**src/rtl/vsync_pkg.sv**
```systemverilog
package vsync_pkg;
  typedef enum logic {FLD_ODD = 1'b0, FLD_EVEN = 1'b1} field_e;
  localparam int NUM_FIELDS = 2;
endpackage

```
**src/rtl/vsync_line_track.sv**
```systemverilog
// Picks the start-of-line reference strobe, counts samples from it and
// flags mid-line; keeps the line number seen at the reference.
module vsync_line_track #(
  parameter int SAMPLES_PER_LINE = 858,
  parameter int LINE_W           = 10
) (
  input  logic              clk,
  input  logic              rst,
  input  logic              hs_begin,
  input  logic              hs_end,
  input  logic              ref_hsb,
  input  logic [LINE_W-1:0] line_cnt,
  output logic              start_evt,
  output logic              mid_evt,
  output logic [LINE_W-1:0] line_sel
);
  localparam int POS_W = $clog2(SAMPLES_PER_LINE + 1);
  localparam logic [POS_W-1:0] HALF_POS = POS_W'(SAMPLES_PER_LINE / 2);
  localparam logic [POS_W-1:0] SAT_POS  = POS_W'(SAMPLES_PER_LINE);
  localparam logic [POS_W-1:0] ONE_POS  = POS_W'(1);

  logic [POS_W-1:0]  pos_q;
  logic              run_q;
  logic [LINE_W-1:0] line_q;

  assign start_evt = ref_hsb ? hs_begin : hs_end;

  always_ff @(posedge clk) begin
    if (rst) begin
      pos_q  <= '0;
      run_q  <= 1'b0;
      line_q <= '0;
    end else if (start_evt) begin
      pos_q  <= ONE_POS;
      run_q  <= 1'b1;
      line_q <= line_cnt;
    end else if (run_q && (pos_q != SAT_POS)) begin
      pos_q  <= pos_q + ONE_POS;
    end
  end

  assign mid_evt  = run_q && !start_evt && (pos_q == HALF_POS);
  assign line_sel = start_evt ? line_cnt : line_q;
endmodule

```
**src/rtl/vsync_field_gen.sv**
```systemverilog
// Field state: flips only at a reference strobe on the configured lines.
module vsync_field_gen
  import vsync_pkg::*;
#(
  parameter int LINE_W = 10
) (
  input  logic              clk,
  input  logic              rst,
  input  logic              start_evt,
  input  logic [LINE_W-1:0] line_sel,
  input  logic [LINE_W-1:0] fld_even_line,
  input  logic [LINE_W-1:0] fld_odd_line,
  output field_e            field_q,
  output field_e            field_eff
);
  always_comb begin
    field_eff = field_q;
    if (start_evt) begin
      if ((field_q == FLD_ODD) && (line_sel == fld_even_line))
        field_eff = FLD_EVEN;
      else if ((field_q == FLD_EVEN) && (line_sel == fld_odd_line))
        field_eff = FLD_ODD;
    end
  end

  always_ff @(posedge clk) begin
    if (rst) field_q <= FLD_ODD;
    else     field_q <= field_eff;
  end
endmodule

```
**src/rtl/vsync_edge_sel.sv**
```systemverilog
// Decides whether this moment is a VS begin or end for the field in effect

module vsync_edge_sel
  import vsync_pkg::*;
#(
  parameter int LINE_W = 10
) (
  input  logic                  start_evt,
  input  logic                  mid_evt,
  input  field_e                field,
  input  logic [LINE_W-1:0]     line_sel,
  input  logic [NUM_FIELDS-1:0] beg_start,
  input  logic [NUM_FIELDS-1:0] end_start,
  input  logic [LINE_W-1:0]     beg_line_odd,
  input  logic [LINE_W-1:0]     beg_line_even,
  input  logic [LINE_W-1:0]     end_line_odd,
  input  logic [LINE_W-1:0]     end_line_even,
  output logic                  set_evt,
  output logic                  clr_evt
);
  logic [LINE_W-1:0]     beg_line [NUM_FIELDS];
  logic [LINE_W-1:0]     end_line [NUM_FIELDS];
  logic [NUM_FIELDS-1:0] beg_now;
  logic [NUM_FIELDS-1:0] end_now;
  logic                  fsel;

  assign beg_line[0] = beg_line_odd;
  assign beg_line[1] = beg_line_even;
  assign end_line[0] = end_line_odd;
  assign end_line[1] = end_line_even;

  generate
    for (genvar g = 0; g < NUM_FIELDS; g++) begin : g_fld
      logic beg_hit;
      logic end_hit;
      assign beg_hit    = (line_sel == beg_line[g]);
      assign end_hit    = (line_sel == end_line[g]);
      assign beg_now[g] = beg_hit && (beg_start[g] ? start_evt : mid_evt);
      assign end_now[g] = end_hit && (end_start[g] ? start_evt : mid_evt);
    end
  endgenerate

  assign fsel    = (field == FLD_EVEN);
  assign set_evt = beg_now[fsel];
  assign clr_evt = end_now[fsel];
endmodule

```
**src/rtl/vsync_gen.sv**
```systemverilog
// Top: vertical sync pin and field indicator, registered outputs (R1, R7,
// R10, R11).
module vsync_gen
  import vsync_pkg::*;
#(
  parameter int SAMPLES_PER_LINE = 858,
  parameter int LINE_W           = 10
) (
  input  logic              clk,
  input  logic              rst,
  input  logic              hs_begin,
  input  logic              hs_end,
  input  logic [LINE_W-1:0] line_cnt,
  input  logic              cfg_ref_hsb,
  input  logic              cfg_pol_low,
  input  logic              cfg_beg_start_odd,
  input  logic              cfg_beg_start_even,
  input  logic              cfg_end_start_odd,
  input  logic              cfg_end_start_even,
  input  logic [LINE_W-1:0] beg_line_odd,
  input  logic [LINE_W-1:0] beg_line_even,
  input  logic [LINE_W-1:0] end_line_odd,
  input  logic [LINE_W-1:0] end_line_even,
  input  logic [LINE_W-1:0] fld_even_line,
  input  logic [LINE_W-1:0] fld_odd_line,
  output logic              vs_o,
  output logic              field_o
);
  logic              start_evt;
  logic              mid_evt;
  logic [LINE_W-1:0] line_sel;
  field_e            field_q;
  field_e            field_eff;
  logic              set_evt;
  logic              clr_evt;
  logic              vs_act_q;
  logic              vs_nxt;

  vsync_line_track #(
    .SAMPLES_PER_LINE(SAMPLES_PER_LINE),
    .LINE_W          (LINE_W)
  ) i_track (
    .clk      (clk),
    .rst      (rst),
    .hs_begin (hs_begin),
    .hs_end   (hs_end),
    .ref_hsb  (cfg_ref_hsb),
    .line_cnt (line_cnt),
    .start_evt(start_evt),
    .mid_evt  (mid_evt),
    .line_sel (line_sel)
  );

  vsync_field_gen #(.LINE_W(LINE_W)) i_field (
    .clk          (clk),
    .rst          (rst),
    .start_evt    (start_evt),
    .line_sel     (line_sel),
    .fld_even_line(fld_even_line),
    .fld_odd_line (fld_odd_line),
    .field_q      (field_q),
    .field_eff    (field_eff)
  );

  vsync_edge_sel #(.LINE_W(LINE_W)) i_edge (
    .start_evt    (start_evt),
    .mid_evt      (mid_evt),
    .field        (field_eff),
    .line_sel     (line_sel),
    .beg_start    ({cfg_beg_start_even, cfg_beg_start_odd}),
    .end_start    ({cfg_end_start_even, cfg_end_start_odd}),
    .beg_line_odd (beg_line_odd),
    .beg_line_even(beg_line_even),
    .end_line_odd (end_line_odd),
    .end_line_even(end_line_even),
    .set_evt      (set_evt),
    .clr_evt      (clr_evt)
  );

  // Begin has priority over end when both qualify together.
  always_comb begin
    if (set_evt)      vs_nxt = 1'b1;
    else if (clr_evt) vs_nxt = 1'b0;
    else              vs_nxt = vs_act_q;
  end

  always_ff @(posedge clk) begin
    if (rst) begin
      vs_act_q <= 1'b0;
      vs_o     <= cfg_pol_low;
    end else begin
      vs_act_q <= vs_nxt;
      vs_o     <= vs_nxt ^ cfg_pol_low;
    end
  end

  assign field_o = (field_q == FLD_EVEN);
endmodule

```
**config.mk**
```make
export PLATFORM = sky130hd
export DESIGN_NAME = vsync_gen
export DESIGN_NICKNAME = d
export VERILOG_FILES = /design/src/rtl/vsync_pkg.sv /design/src/rtl/vsync_line_track.sv /design/src/rtl/vsync_field_gen.sv /design/src/rtl/vsync_edge_sel.sv /design/src/rtl/vsync_gen.sv
export SDC_FILE = /design/constraint.sdc
export NUM_CORES = 1
export LEC_CHECK = 0
export ABC_CLOCK_PERIOD_IN_PS = 7700
export BUFFER_PORTS_ARGS = -buffer_cell sky130_fd_sc_hd__buf_4
export CORE_MARGIN = 2
export CORE_UTILIZATION = 48
export CTS_CLUSTER_SIZE = 14
export DETAILED_ROUTE_END_ITERATION = 7
export HOLD_SLACK_MARGIN = 0.1
export PLACE_DENSITY_LB_ADDON = 0.15
export SLEW_MARGIN = 15
export SYNTH_ARGS = -nofsm -noshare
export SYNTH_HDL_FRONTEND = slang
export SYNTH_SLANG_ARGS = --single-unit
```
**constraint.sdc**
```tcl
create_clock -name clk -period 7.7 [get_ports clk]
set_clock_uncertainty 0.05 [all_clocks]
set_input_delay 1.155 -clock clk [delete_from_list [all_inputs] [get_ports clk]]
set_output_delay 1.155 -clock clk [all_outputs]
set_load 0.01 [all_outputs]
```
# After elaboration in Yosys (flattened, before gate mapping)

Cells that the tools add are included.

Flip-flop bits (word level): 24
Bits of input ports: 80
Output and inout bits: 2
Word-level logic and storage cells: 49

$add $sub $neg: 1
Magnitude comparators: 1
Equal/unequal tests: 8
Muxes and demuxes: 18
Bitwise gates (word level): 2
Reductions and logical operators: 12

Operators by type and width:

| operator                                                               | number |
|---|---|
| 10-bit equality test                                                   | 6 |
| 1-bit 2-to-1 mux                                                       | 17 |
| 10-bit by 1-bit adder with 10-bit output, second input constant        | 1 |
| 10-bit by 9-bit equality test with 1-bit output, second input constant | 1 |
| 10-bit 2-to-1 mux                                                      | 1 |
| 10-bit != test, second input constant                                  | 1 |
| 1-bit logical AND                                                      | 9 |
| 1-bit by 2-bit < comparator with 1-bit output, second input constant   | 1 |
| 2-bit nonzero test                                                     | 1 |
| 2-bit OR reduction                                                     | 1 |
| 1-bit zero test                                                        | 1 |
| 1-bit inverter                                                         | 1 |
| 1-bit XOR                                                              | 1 |

# Longest topological paths before layout

Gate-level depths: netlist of the first run.

Depth in word-level cells: 13
Depth in mapped cells: 10
Gate-level depth less buffers: 10

# Hierarchy

Synthesis of the first run repeated with hierarchy kept, for this count alone.

Cell total of the unflattened synthesis: 195
Area total of the unflattened synthesis: 1824.2 µm²

By module, submodules not included:

| module           | times used | cells each | area each (µm²) | seq. area each (µm²) |
|---|---|---|---|---|
| vsync_line_track | 1          | 97         | 993.5           | 420.4 |
| vsync_edge_sel   | 1          | 60         | 493.0           | 0.0 |
| vsync_field_gen  | 1          | 32         | 270.3           | 20.0 |
| vsync_gen        | 1          | 6          | 67.6            | 40.0 |

# Least setup slack after synthesis of the first run

OpenSTA, ideal clock, no wires.

Kind: input-to-reg
From: in cfg_ref_hsb
To: reg vs_o
Library setup time: 130 ps
Data arrival time: 3067 ps
Data required time: 7520 ps
Slack: 4452 ps
Cell stages on the path: 8
Buffers on the path: 1
Path through: mux2_4 > buf_6 > nor4_2 > o21ai_0 > or4_1 > o21ai_0 > a311oi_2 > xor2_1

Cells in the longest elaborated chain, start to end: 13
Elaborated cells on any way between the ends: 32
Those cells by class: 6 x eq/ne; 16 x mux; 1 x bitwise; 9 x reduce/logical

RTL lines:

| what                                                 | RTL line               | RTL |
|---|---|---|
| start, declared                                      | vsync_gen.sv:14        | `input logic cfg_ref_hsb,` |
| 1-bit 2-to-1 mux *                                   | vsync_line_track.sv:26 | `assign start_evt = ref_hsb ? hs_begin : hs_end;` |
| 10-bit 2-to-1 mux                                    | vsync_line_track.sv:43 | `assign line_sel = start_evt ? line_cnt : line_q;` |
| 10-bit equality test                                 | vsync_field_gen.sv:21  | `else if ((field_q == FLD_EVEN) && (line_sel == fld_odd_line))` |
| 1-bit logical AND                                    | vsync_field_gen.sv:21  |  |
| 1-bit 2-to-1 mux                                     | vsync_field_gen.sv:21  |  |
| 1-bit 2-to-1 mux                                     | vsync_field_gen.sv:19  | `if ((field_q == FLD_ODD) && (line_sel == fld_even_line))` |
| 1-bit 2-to-1 mux                                     | vsync_field_gen.sv:18  | `if (start_evt) begin` |
| 1-bit 2-to-1 mux (not written as such) (2 in series) | vsync_edge_sel.sv:45   | `assign clr_evt = end_now[fsel];` |
| 1-bit 2-to-1 mux                                     | vsync_gen.sv:83        | `else if (clr_evt) vs_nxt = 1'b0;` |
| 1-bit 2-to-1 mux *                                   | vsync_gen.sv:82        | `if (set_evt) vs_nxt = 1'b1;` |
| 1-bit XOR *                                          | vsync_gen.sv:93        | `vs_o <= vs_nxt ^ cfg_pol_low;` |
| 1-bit 2-to-1 mux *                                   | vsync_gen.sv:88        | `if (rst) begin` |
| end signal, assigned                                 | vsync_gen.sv:90        | `vs_o <= cfg_pol_low;` |
| end signal, assigned                                 | vsync_gen.sv:93        |  |
| end, declared                                        | vsync_gen.sv:26        | `output logic vs_o,` |

Every way passes the cells marked *; elsewhere a longest branch is shown, timed or not. The select of a mux whose other input is x is not followed.
A chain may end at the register's enable or synchronous reset.

# Final worst setup path of the first run

Same ends and word-level chain as after synthesis.

==> results.py, run 1 <==
metrics = {
    "clock_network": {
        "cts_buffers": 3,
        "cts_resized": 0,
        "cts_tree": "yes",
        "postCtsHoldBufs": 0,
        "cts_root_buf": "clkbuf_8",
        "clk_pin_slew_ps": 90,
        "clkSinkCount": 24,
        "cts_setup_buffers": 0,
        "clk_path_buf_depth": 2,
        "insertion_delay_ps": 270,
        "h-tree-depth": 1,
    },
    "sta": {
        "rsz0062_at_grt": "no",
        "whs_ps": 469,
        "period_minus_slack_ps": 3470,
        "finalHoldViolCount": 0,
        "setup_viol": 0,
        "timing_worst_slew_pin_value_ps": 751,
        "fin_crit_sh": 0.451,
        "slew-limit-headroom": 0.493,
        "timing.fmax_mhz": 288,
        "final_max_slew_viol_count": 0,
        "setup_tns_ps": 0,
    },
    "logic_synthesis": {
        "synth_edf_count": 0,
        "synth.most_common_cell": "nor2_1",
        "syn-mean-instance-area_sq_um": 8.08,
        "synth_top_cell_area_share": 0.235,
        "synth_top_area_cell": "dfxtp_1",
        "synthesis.instances": 253,
        "syn-num-nets": 336,
        "synth_seq_area_share": 0.235,
        "async_flop_share": 0,
        "synth_cell_type_count": 51,
        "synth.top_cells.by_area": "dfxtp_1, xor2_1, xnor2_1, nor2_1, inv_1",
        "ys.flop_type": "dfxtp_1",
        "synth_seq_cells": 24,
        "ys_top_cells_by_count": "nor2_1, inv_1, xor2_1",
        "synthesis.area_sq_um": 2040,
        "synth_warnings": 0,
    },
    "setup_path": {
        "ff2ff_setup_slack_ps": 4930,
        "cp-end-kind": "register",
        "worstSetupEndpoint": "vs_o",
        "critPathTopFamily": "compound AO/OA/AOI/OAI gates",
        "cp.depth": 9,
        "worst_path_max_delay_cell": "mux2i_2",
        "critPathLaunchType": "input port",
        "r2r_cells": 8,
        "r2r-start": "i_track.pos_q[0]",
        "crit_type": "input port to register",
        "r2r_end": "vs_o",
        "crit_fanout": 22,
        "cp_cell_sequence": "buf_4, mux2_4, mux2i_2, o2111a_1, nand4_1, o31ai_1, a311oi_1, a311oi_2, xor2_1",
        "worstPathArrival_ps": 3620,
        "crit_start": "cfg_ref_hsb",
        "critPathRequiredTime_ps": 7850,
        "slowest_delay_ps": 550,
        "crit_buf_inv": 1,
    },
    "die": {
        "dieArea_sq_um": 4800,
        "coreArea_sq_um": 4060,
        "ioPinCount": 82,
        "fp-row-count": 23,
        "die_h_um": 69.3,
        "die_x_um": 69.3,
        "start_util": 0.504,
    },
    "pwr": {
        "p_per_area_nw_per_um2": 135,
        "finalPower_uw": 373,
        "leakage_uw": 0.00118,
        "vdd.ir_drop.worst_v": 0.000104,
    },
    "detailed_routing": {
        "viasPerCell": 5.79,
        "wl_met1_um": 2780,
        "drt_iter0_markers": 151,
        "vias": 2222,
        "drcViolationCount": 0,
        "avgRoutedWirePerCell_um": 17.4,
        "wl_met3_um": 449,
        "drt-total-wl_um": 6660,
        "routed.top_layer": "met4",
        "met2_wirelength_um": 3300,
        "final_antenna_net_count": 0,
        "first_pass_iters": 5,
    },
    "grt": {
        "grt_max_degree": 23,
        "grt.overflow.total": 0,
        "grt_pass1_wl_um": 10800,
        "grt_pass1_vias": 2204,
        "track_usage": 0.276,
        "antenna_found_initial": 0,
    },
    "layout": {
        "diodes": 0,
        "drive_above_1_share": 0.284,
        "nets": 418,
        "syn_to_final_growth_pct": 35.3,
    },
    "placement": {
        "place_hpwl_um": 5460,
        "numPortBuffers": 81,
        "place_congestion": 0.906,
    },
    "worst_hold_path": {
        "hold_path.class": "register to register",
    },
    "outcome": {
        "outcome": "complete, no violations",
    },
    "run": {
        "cap_violations": 0,
    },
}
-- stage by stage --
stage	util	instance area (sq um)	worst slack, ps	cells
final	0.682	2770	4230	384
after global routing	0.682	2770	4080	384
after CTS	0.682	2770	4240	384
after detailed placement	0.664	2700	3980	380
after global placement	0.664	2700	4030	380
after floorplan	-	2040	4450	253
-- how the worst min path moves through the flow --
stage	slack [ps]	cells past startpoint	endpoint	from
finish	470	2	i_track.pos_q[5]	i_track.pos_q[5]
global route	520	2	i_track.pos_q[1]	i_track.pos_q[1]
CTS	470	2	i_track.pos_q[5]	i_track.pos_q[5]
detailed placement	460	2	i_track.pos_q[5]	i_track.pos_q[5]
global placement	450	2	i_track.pos_q[5]	i_track.pos_q[5]
floorplan	420	2	i_track.pos_q[7]	i_track.pos_q[7]
-- cells in the final DEF (no fill, tap or decap), types with 5 or more instances in the layout --
master,instances
nor3_1,5
mux2i_1,5
o21ai_0,8
nor2b_1,8
a21oi_1,15
buf_4,82
xnor2_1,21
nand2_1,10
nor4_1,5
o22ai_1,7
inv_1,25
dfxtp_1,24
nand2b_1,5
nor2_1,26
xor2_1,25
-- worst reg2reg max path: cells and delay by family, from the launching register on --
| family | cells | cell delay, ps |
|---|---|---|
| AND/OR/NAND/NOR | 3 | 1350 |
| AO/OA/AOI/OAI | 3 | 530 |
| flip-flops | 1 | 400 |
| XOR/XNOR | 1 | 170 |
| adder cells (fa/ha/maj) | 1 | 160 |
-- per-layer routing --
layer,up-vias,track usage
met1,1015,0.353
met5,-,0
li1,1078,-
met2,117,0.476
met3,12,0.0436
met4,0,0.0806
-- registers in the layout, indices dropped and copies added (netlist names) --
signal / flops
vs_o: 1
i_field.field_q: 1
i_track.run_q: 1
i_track.pos_q: 10
i_track.line_q: 10
vs_act_q: 1
-- final cells by class --
cell class                 instances  area (sq um)
fill                             351          1290
sequential                        24           480
clock inverter                     1          30.0
timing repair buffer              82           616
tap                               50          62.6
multi-input combinational        199          1440
inverter                          25          93.8
clock buffer                       3          41.3
-- kinds of logic after synthesis --
family                     synth area share
and+or+nand+nor                       0.197
AOI/OAI and AO/OA                     0.215
xor gates and xnor gates              0.197
buffers and inverters                0.0594
DFF                                   0.235
muxes                                0.0783
adders and majority gates            0.0184
-- report_power, final --
part | switching, uW | total [uW] | internal [uW]
logic | 62.3 | 127 | 64.3
clock network | 41.6 | 111 | 69.5
registers | 6.09 | 135 | 129
Power figures use the tool's default switching activity.
==> inputs of run 2 (changes only) <==
--- a/config.mk
+++ b/config.mk
@@ -5,10 +5,10 @@
 export SDC_FILE = /design/constraint.sdc
 export NUM_CORES = 1
 export LEC_CHECK = 0
-export ABC_CLOCK_PERIOD_IN_PS = 7700
+export ABC_CLOCK_PERIOD_IN_PS = 3050
 export BUFFER_PORTS_ARGS = -buffer_cell sky130_fd_sc_hd__buf_4
 export CORE_MARGIN = 2
-export CORE_UTILIZATION = 48
+export CORE_UTILIZATION = 44
 export CTS_CLUSTER_SIZE = 14
 export DETAILED_ROUTE_END_ITERATION = 7
 export HOLD_SLACK_MARGIN = 0.1
==> constraint.sdc (replaced) <==
create_clock -name clk -period 3.05 [get_ports clk]
set_clock_uncertainty 0.05 [all_clocks]
set_input_delay 0.4575 -clock clk [delete_from_list [all_inputs] [get_ports clk]]
set_output_delay 0.4575 -clock clk [all_outputs]
set_load 0.01 [all_outputs]
==> run 2 against run 1 <==
  * Design area increased by 1.7%
  * Critical endpoint unchanged
  * Register-to-register slack worse by 4600 ps
  * Highest routed layer unchanged
  * Critical path depth unchanged
==> results.py, run 2 (same netlist as run 1, synthesis figures left out) <==
metrics = {
    "outcome": {
        "outcome": "complete, no violations",
    },
    "clock_network": {
        "cts_tree": "yes",
        "clkSinkCount": 24,
        "cts_root_buf": "clkbuf_8",
        "clk_path_buf_depth": 2,
        "postCtsHoldBufs": 0,
        "cts_resized": 0,
        "h-tree-depth": 1,
        "clk_pin_slew_ps": 90,
        "cts_setup_buffers": 0,
        "cts_buffers": 3,
        "insertion_delay_ps": 270,
    },
    "sta": {
        "slew-limit-headroom": 0.484,
        "rsz0062_at_grt": "no",
        "fin_crit_sh": 0.896,
        "timing_worst_slew_pin_value_ps": 764,
        "finalHoldViolCount": 0,
        "setup_viol": 0,
        "timing.fmax_mhz": 366,
        "final_max_slew_viol_count": 0,
        "setup_tns_ps": 0,
        "period_minus_slack_ps": 2730,
    },
    "setup_path": {
        "crit_type": "register to register",
        "worstPathArrival_ps": 2850,
        "crit_start": "i_track.pos_q[1]",
        "critPathRequiredTime_ps": 3160,
        "cp-end-kind": "register",
        "critPathLaunchType": "register",
        "crit_fanout": 5,
        "r2r-start": "i_track.pos_q[1]",
    },
    "die": {
        "coreArea_sq_um": 4410,
        "die_h_um": 72.2,
        "start_util": 0.463,
        "dieArea_sq_um": 5210,
        "fp-row-count": 24,
        "die_x_um": 72.2,
        "ioPinCount": 82,
    },
    "pwr": {
        "leakage_uw": 0.00121,
        "vdd.ir_drop.worst_v": 0.000263,
        "p_per_area_nw_per_um2": 340,
    },
    "placement": {
        "numPortBuffers": 81,
        "place_area_sq_um": 2740,
        "place_congestion": 0.923,
        "place_hpwl_um": 5600,
    },
    "worst_hold_path": {
        "hold_path.class": "input port to register",
        "hold_start": "cfg_pol_low",
    },
    "layout": {
        "nets": 424,
        "fin_util": 0.637,
        "layout_common_cells": "buf_4, nor2_1, inv_1, xor2_1, dfxtp_1",
        "design_area_sq_um": 2810,
        "reg_top3": "i_track.line_q: 10 flops, i_track.pos_q: 10 flops",
        "layout_commonest_cell": "buf_4",
        "nFillCells": 404,
        "diodes": 0,
        "drive_above_1_share": 0.297,
        "syn_to_final_growth_pct": 37.6,
    },
    "grt": {
        "grt_pass1_vias": 2238,
        "track_usage": 0.266,
        "grt_max_degree": 16,
        "grt_pass1_wl_um": 10700,
        "grt.overflow.total": 0,
        "antenna_found_initial": 0,
    },
    "detailed_routing": {
        "viasPerCell": 5.68,
        "first_pass_iters": 5,
        "avgRoutedWirePerCell_um": 17.1,
        "drt-total-wl_um": 6710,
        "drcViolationCount": 0,
        "vias": 2228,
        "final_antenna_net_count": 0,
        "drt_iter0_markers": 151,
    },
    "run": {
        "cap_violations": 0,
    },
}
-- run 2: cell count changes in the layout (fill, tap and decap cells not counted), sizes merged --
| cell | previous run | this run |
|---|---|---|
| buf | 82 | 88 |
-- run 2: area by class of cell --
class | instances | area [sq um] | share of cell area
clock buffer | 3 | 41.3 | 0.0147
timing repair buffer | 88 | 661 | 0.235
clock inverter | 1 | 30.0 | 0.0107
tap | 52 | 65.1 | 0.0231
multi-input combinational | 199 | 1440 | 0.513
sequential | 24 | 480 | 0.171
inverter | 25 | 93.8 | 0.0333
-- run 2: per-layer routing --
metal	track usage	up-vias	part of all wire
met5	0	-	0
met4	0.0692	0	0.017
met3	0.0583	11	0.10
met2	0.465	112	0.48
met1	0.330	1020	0.40
li1	-	1085	-
-- run 2: through the flow --
| step | hold WS, ps | std cells | setup WS [ps] | power [uW] |
|---|---|---|---|---|
| after floorplan | 425 | 253 | 500 | 516 |
| after global placement | 448 | 388 | 173 | 671 |
| after detailed placement | 463 | 388 | 91.1 | 674 |
| after CTS | 304 | 392 | 307 | 956 |
| after global routing | 311 | 392 | 155 | 1000 |
| final | 306 | 392 | 316 | 957 |
-- run 2: power breakdown --
part           internal, uW  switching [uW]
combinational           171             160
sequential              326            14.7
clock                   176             110
total                   673             284
-- run 2: path summary, 6_finish.rpt --
| kind | end | slack, ps | cells after the start |
|---|---|---|---|
| worst max register to register | vs_o | 320 | 9 |
| worst min register to register | i_track.pos_q[7] | 470 | 2 |
| worst max-delay path | vs_o | 320 | 9 |
| worst min-delay path | vs_o | 310 | 2 |
-- run 2: critical path, cell delays in order (launching register included) --
cell	delay (ps)
dfxtp_1	360
inv_1	70
ha_1	120
or4bb_1	500
nor4_2	330
o21ai_0	140
or4_1	510
o21ai_0	230
a311oi_2	150
xor2_1	160
